<file path="src/rtl/cla_pkg.sv">
package cla_pkg;
    // Flags of a block: creates a carry / passes a carry through
    typedef struct packed {
        logic gen;
        logic prop;
    } gp_t;
endpackage

</file>
<file path="src/rtl/cla_bit_slice.sv">
module cla_bit_slice
    import cla_pkg::*;
(
    input  logic a_i,
    input  logic b_i,
    input  logic c_i,
    output gp_t  gp_o,
    output logic s_o
);
    gp_t gp_d;

    always_comb begin
        gp_d.gen  = a_i & b_i;
        gp_d.prop = a_i ^ b_i;
    end

    assign gp_o = gp_d;
    assign s_o  = gp_d.prop ^ c_i;
endmodule

</file>
<file path="src/rtl/cla_tree_cell.sv">
module cla_tree_cell
    import cla_pkg::*;
(
    input  gp_t  lo_i,
    input  gp_t  hi_i,
    input  logic c_blk_i,
    output gp_t  gp_o,
    output logic c_lo_o,
    output logic c_hi_o
);
    gp_t gp_d;

    always_comb begin
        gp_d.gen  = hi_i.gen | (lo_i.gen & hi_i.prop);
        gp_d.prop = lo_i.prop & hi_i.prop;
    end

    assign gp_o   = gp_d;
    assign c_lo_o = c_blk_i;
    assign c_hi_o = lo_i.gen | (lo_i.prop & c_blk_i);

    // A block can never both create and pass a carry (supports R2)
    always_comb begin
        p_block_flags_excl_r2: assert ($onehot0({gp_d.gen, gp_d.prop}))
            else $error("block generate and propagate both high");
        // Whole block propagating: the upper half sees the block carry
        p_prop_passes_carry_r3: assert (!gp_d.prop || (c_hi_o == c_blk_i))
            else $error("propagating block altered carry");
    end
endmodule

</file>
<file path="src/rtl/cla_tree_adder.sv">
module cla_tree_adder
    import cla_pkg::*;
#(
    parameter int WIDTH = 32
) (
    input  logic [WIDTH-1:0] a_i,
    input  logic [WIDTH-1:0] b_i,
    input  logic             carry_i,
    output logic [WIDTH-1:0] sum_o,
    output logic             carry_o
);
    localparam int NODES = 2 * WIDTH;

    // Heap layout: node 1 is the root, node n has children 2n (low) and
    // 2n+1 (high), leaves WIDTH..2*WIDTH-1 are bits 0..WIDTH-1.
    gp_t  node_gp [1:NODES-1];
    logic [NODES-1:1] node_c;

    initial begin
        if ((WIDTH < 2) || ((WIDTH & (WIDTH - 1)) != 0))
            $error("WIDTH must be a power of two, at least 2");
    end

    assign node_c[1] = carry_i;

    for (genvar k = 0; k < WIDTH; k++) begin : g_slice
        cla_bit_slice u_slice (
            .a_i  (a_i[k]),
            .b_i  (b_i[k]),
            .c_i  (node_c[WIDTH + k]),
            .gp_o (node_gp[WIDTH + k]),
            .s_o  (sum_o[k])
        );
    end

    for (genvar n = 1; n < WIDTH; n++) begin : g_cell
        cla_tree_cell u_cell (
            .lo_i    (node_gp[2 * n]),
            .hi_i    (node_gp[2 * n + 1]),
            .c_blk_i (node_c[n]),
            .gp_o    (node_gp[n]),
            .c_lo_o  (node_c[2 * n]),
            .c_hi_o  (node_c[2 * n + 1])
        );
    end

    assign carry_o = node_gp[1].gen | (node_gp[1].prop & carry_i);

    logic [WIDTH:0] ref_total;
    always_comb begin
        ref_total = {1'b0, a_i} + {1'b0, b_i} + {{WIDTH{1'b0}}, carry_i};
        p_sum_matches_r1: assert (sum_o == ref_total[WIDTH-1:0])
            else $error("sum differs from arithmetic result");
        p_carry_matches_r2: assert (carry_o == ref_total[WIDTH])
            else $error("carry-out differs from arithmetic result");
        p_full_propagate_r3: assert (!(&(a_i ^ b_i)) || (carry_o == carry_i))
            else $error("full propagate did not pass carry-in");
    end
endmodule

</file>
<file path="config.mk">
export PLATFORM = sky130hd
export DESIGN_NAME = cla_tree_adder
export DESIGN_NICKNAME = d
export VERILOG_FILES = /design/src/rtl/cla_pkg.sv /design/src/rtl/cla_bit_slice.sv /design/src/rtl/cla_tree_cell.sv /design/src/rtl/cla_tree_adder.sv
export SDC_FILE = /design/constraint.sdc
export NUM_CORES = 1
export LEC_CHECK = 0
export BUFFER_PORTS_ARGS = -buffer_cell sky130_fd_sc_hd__buf_4
export CORE_ASPECT_RATIO = 1.5
export CORE_MARGIN = 4
export CORE_UTILIZATION = 45
export DETAILED_ROUTE_END_ITERATION = 6
export PLACE_DENSITY = 0.9
export RECOVER_POWER = 25
export SLEW_MARGIN = 5
export SYNTH_ARGS = -nofsm -noshare
export SYNTH_HDL_FRONTEND = slang
export SYNTH_SLANG_ARGS = --single-unit
</file>
<file path="constraint.sdc">
create_clock -name vclk -period 4.85
set_clock_uncertainty 0.1 [all_clocks]
set_input_delay 0.7275 -clock vclk [all_inputs]
set_output_delay 0.7275 -clock vclk [all_outputs]
set_load 0.01 [all_outputs]
</file>
==> flow_summary.json <==
{
  "max_freq_ghz": 0.248,
  "syn_area_um2": 1550,
  "final_cell_mix": "buf_4, ha_1, fa_1",
  "slew_violations": 0,
  "die_h_um": 79.8,
  "hold_ws_ns": 1.71,
  "p_leak_uw": 0.00113,
  "synthDistinctLibCells": 28,
  "cts_resized": 0,
  "yosysTopAreaCellShare": 0.259,
  "power_uw": 302,
  "synth_area_leaders": "ha_1, fa_1, buf_4, xor2_1, a21o_1",
  "grt_usage": 0.159,
  "place_inst": 276,
  "core_area_um2": 3220,
  "synthCells": 170,
  "hold_viol_final": 0,
  "p_per_area_nw_per_um2": 147,
  "final_cells": 276,
  "gp_congestion": 0.832,
  "dieArea_um2": 4460,
  "cap_viol_max_count": 0,
  "final-setup-viol-count": 0,
  "diodes": 0,
  "grt_pass1_wl_mm": 6.03,
  "ioPinCount": 98,
  "seq_cell_count": 0,
  "whs_path_depth": 3,
  "critPathMaxFanout": 5,
  "drt_iter0_drc": 12,
  "seq_area_frac_synth": 0,
  "tns_ns": 0,
  "vias_per_cell": 5.07,
  "worstSetupStartpointType": "input port",
  "status": "complete, no violations",
  "wirelength_mm": 3.59,
  "dp_hpwl_mm": 3.45,
  "nClkBuffers": 0,
  "ys_warn_count": 0,
  "first_pass_iters": 2,
  "ctsHoldBuffers": 0,
  "avgSynthCellArea_um2": 9.10,
  "synth_area_leader_cell": "ha_1",
  "avgRoutedWirePerCell_um": 13.0,
  "worstSetupEndpointType": "output port",
  "grt_overflow": 0,
  "fp.dieW_um": 55.9,
  "vias": 1400,
  "port_buffers": 98,
  "final_common_cell": "buf_4",
  "crit_arrival_ns": 3.20,
  "drtAntennaViolNets": 0,
  "final_net_count": 351,
  "max_slew_margin": 0.727,
  "num_rows": 25,
  "area_growth_pct": 33.3,
  "cp_data_required_time_ns": 4.02,
  "period_share": 0.830,
  "grt_antenna_before_repair": 0,
  "worst_pin_slew_ns": 0.405,
  "grt_start_max_net_pins": 6,
  "initial_core_util": 0.480,
  "postCtsSetupBuffers": 0,
  "peakVddDrop_mv": 0.0806,
  "holdPathEnd": "sum_o[26]",
  "min_period_ns": 4.03,
  "grt_pass1_vias": 1459,
  "regArea_um2": 0,
  "drc": 0,
  "hold_start": "b_i[26]",
  "drive_gt1_frac": 0.424,
  "rsz0062_at_grt": "false",
  "crit_type": "in2out",
  "min_path_type": "in2out",
  "mappedNetlistNets": 283
}
[critical path: stages]
cell	delay [ns]
buf_4	0.11
ha_1	0.34
nand4_1	0.14
or4_1	0.57
o211ai_2	0.27
a21oi_2	0.15
o21ai_0	0.27
fa_1	0.46
buf_4	0.16
[cell type report]
type / instances / area (um2)
multi-input cells: 130 / 1280
fillers: 303 / 1160
repair buffers: 98 / 706
well taps: 40 / 50.0
inverters: 8 / 30.0
[power by group]
group          internal [uW]  switching, uW
sequential                 0              0
clock                      0              0
combinational            159            143
[logic make-up (layout without fill, tap and decap cells)]
kind of cell	after synthesis	after routing	share of synthesized area
fa+ha+maj	48	48	0.466
simple gates	23	23	0.0784
buf+inv	40	106	0.175
compound gates	43	43	0.191
xor+xnor	16	16	0.0905
[cell usage after synthesis, drive strengths merged, types with 2 or more instances]
| master | n |
|---|---|
| inv | 8 |
| nand4 | 3 |
| o21bai | 5 |
| a21o | 12 |
| a31o | 2 |
| xor2 | 15 |
| nor2 | 3 |
| nand3 | 3 |
| nand2 | 7 |
| buf | 32 |
| a21oi | 12 |
| ha | 32 |
| or2 | 3 |
| fa | 16 |
| o21ai | 6 |
[how the worst max path moves through the flow]
stage	cells past startpoint	from	end	slack [ns]
CTS	11	a_i[3]	sum_o[29]	0.81
global placement	11	a_i[3]	sum_o[29]	0.86
global route	11	a_i[3]	sum_o[29]	0.64
finish	9	a_i[13]	sum_o[28]	0.82
detailed placement	11	a_i[3]	sum_o[29]	0.82
floorplan	10	a_i[3]	sum_o[15]	1.20
[per-stage QoR]
step / cell area (um2) / util / worst slack [ns]
3_5_place_dp: 2090 / 0.650 / 0.823
5_1_grt: 2060 / 0.640 / 0.639
6_report: 2060 / 0.640 / 0.824
4_1_cts: 2090 / 0.650 / 0.814
2_1_floorplan: 1550 / - / 1.20
3_3_place_gp: 2090 / 0.650 / 0.861
[routing by layer]
layer  wire length (um)  share of wire  global-route usage
met1               1160           0.32               0.159
met3                293          0.082              0.0291
met5                  0              0                   0
met4                  0              0                   0
met2               2130           0.60               0.350
(Power assumes the default switching activity.)
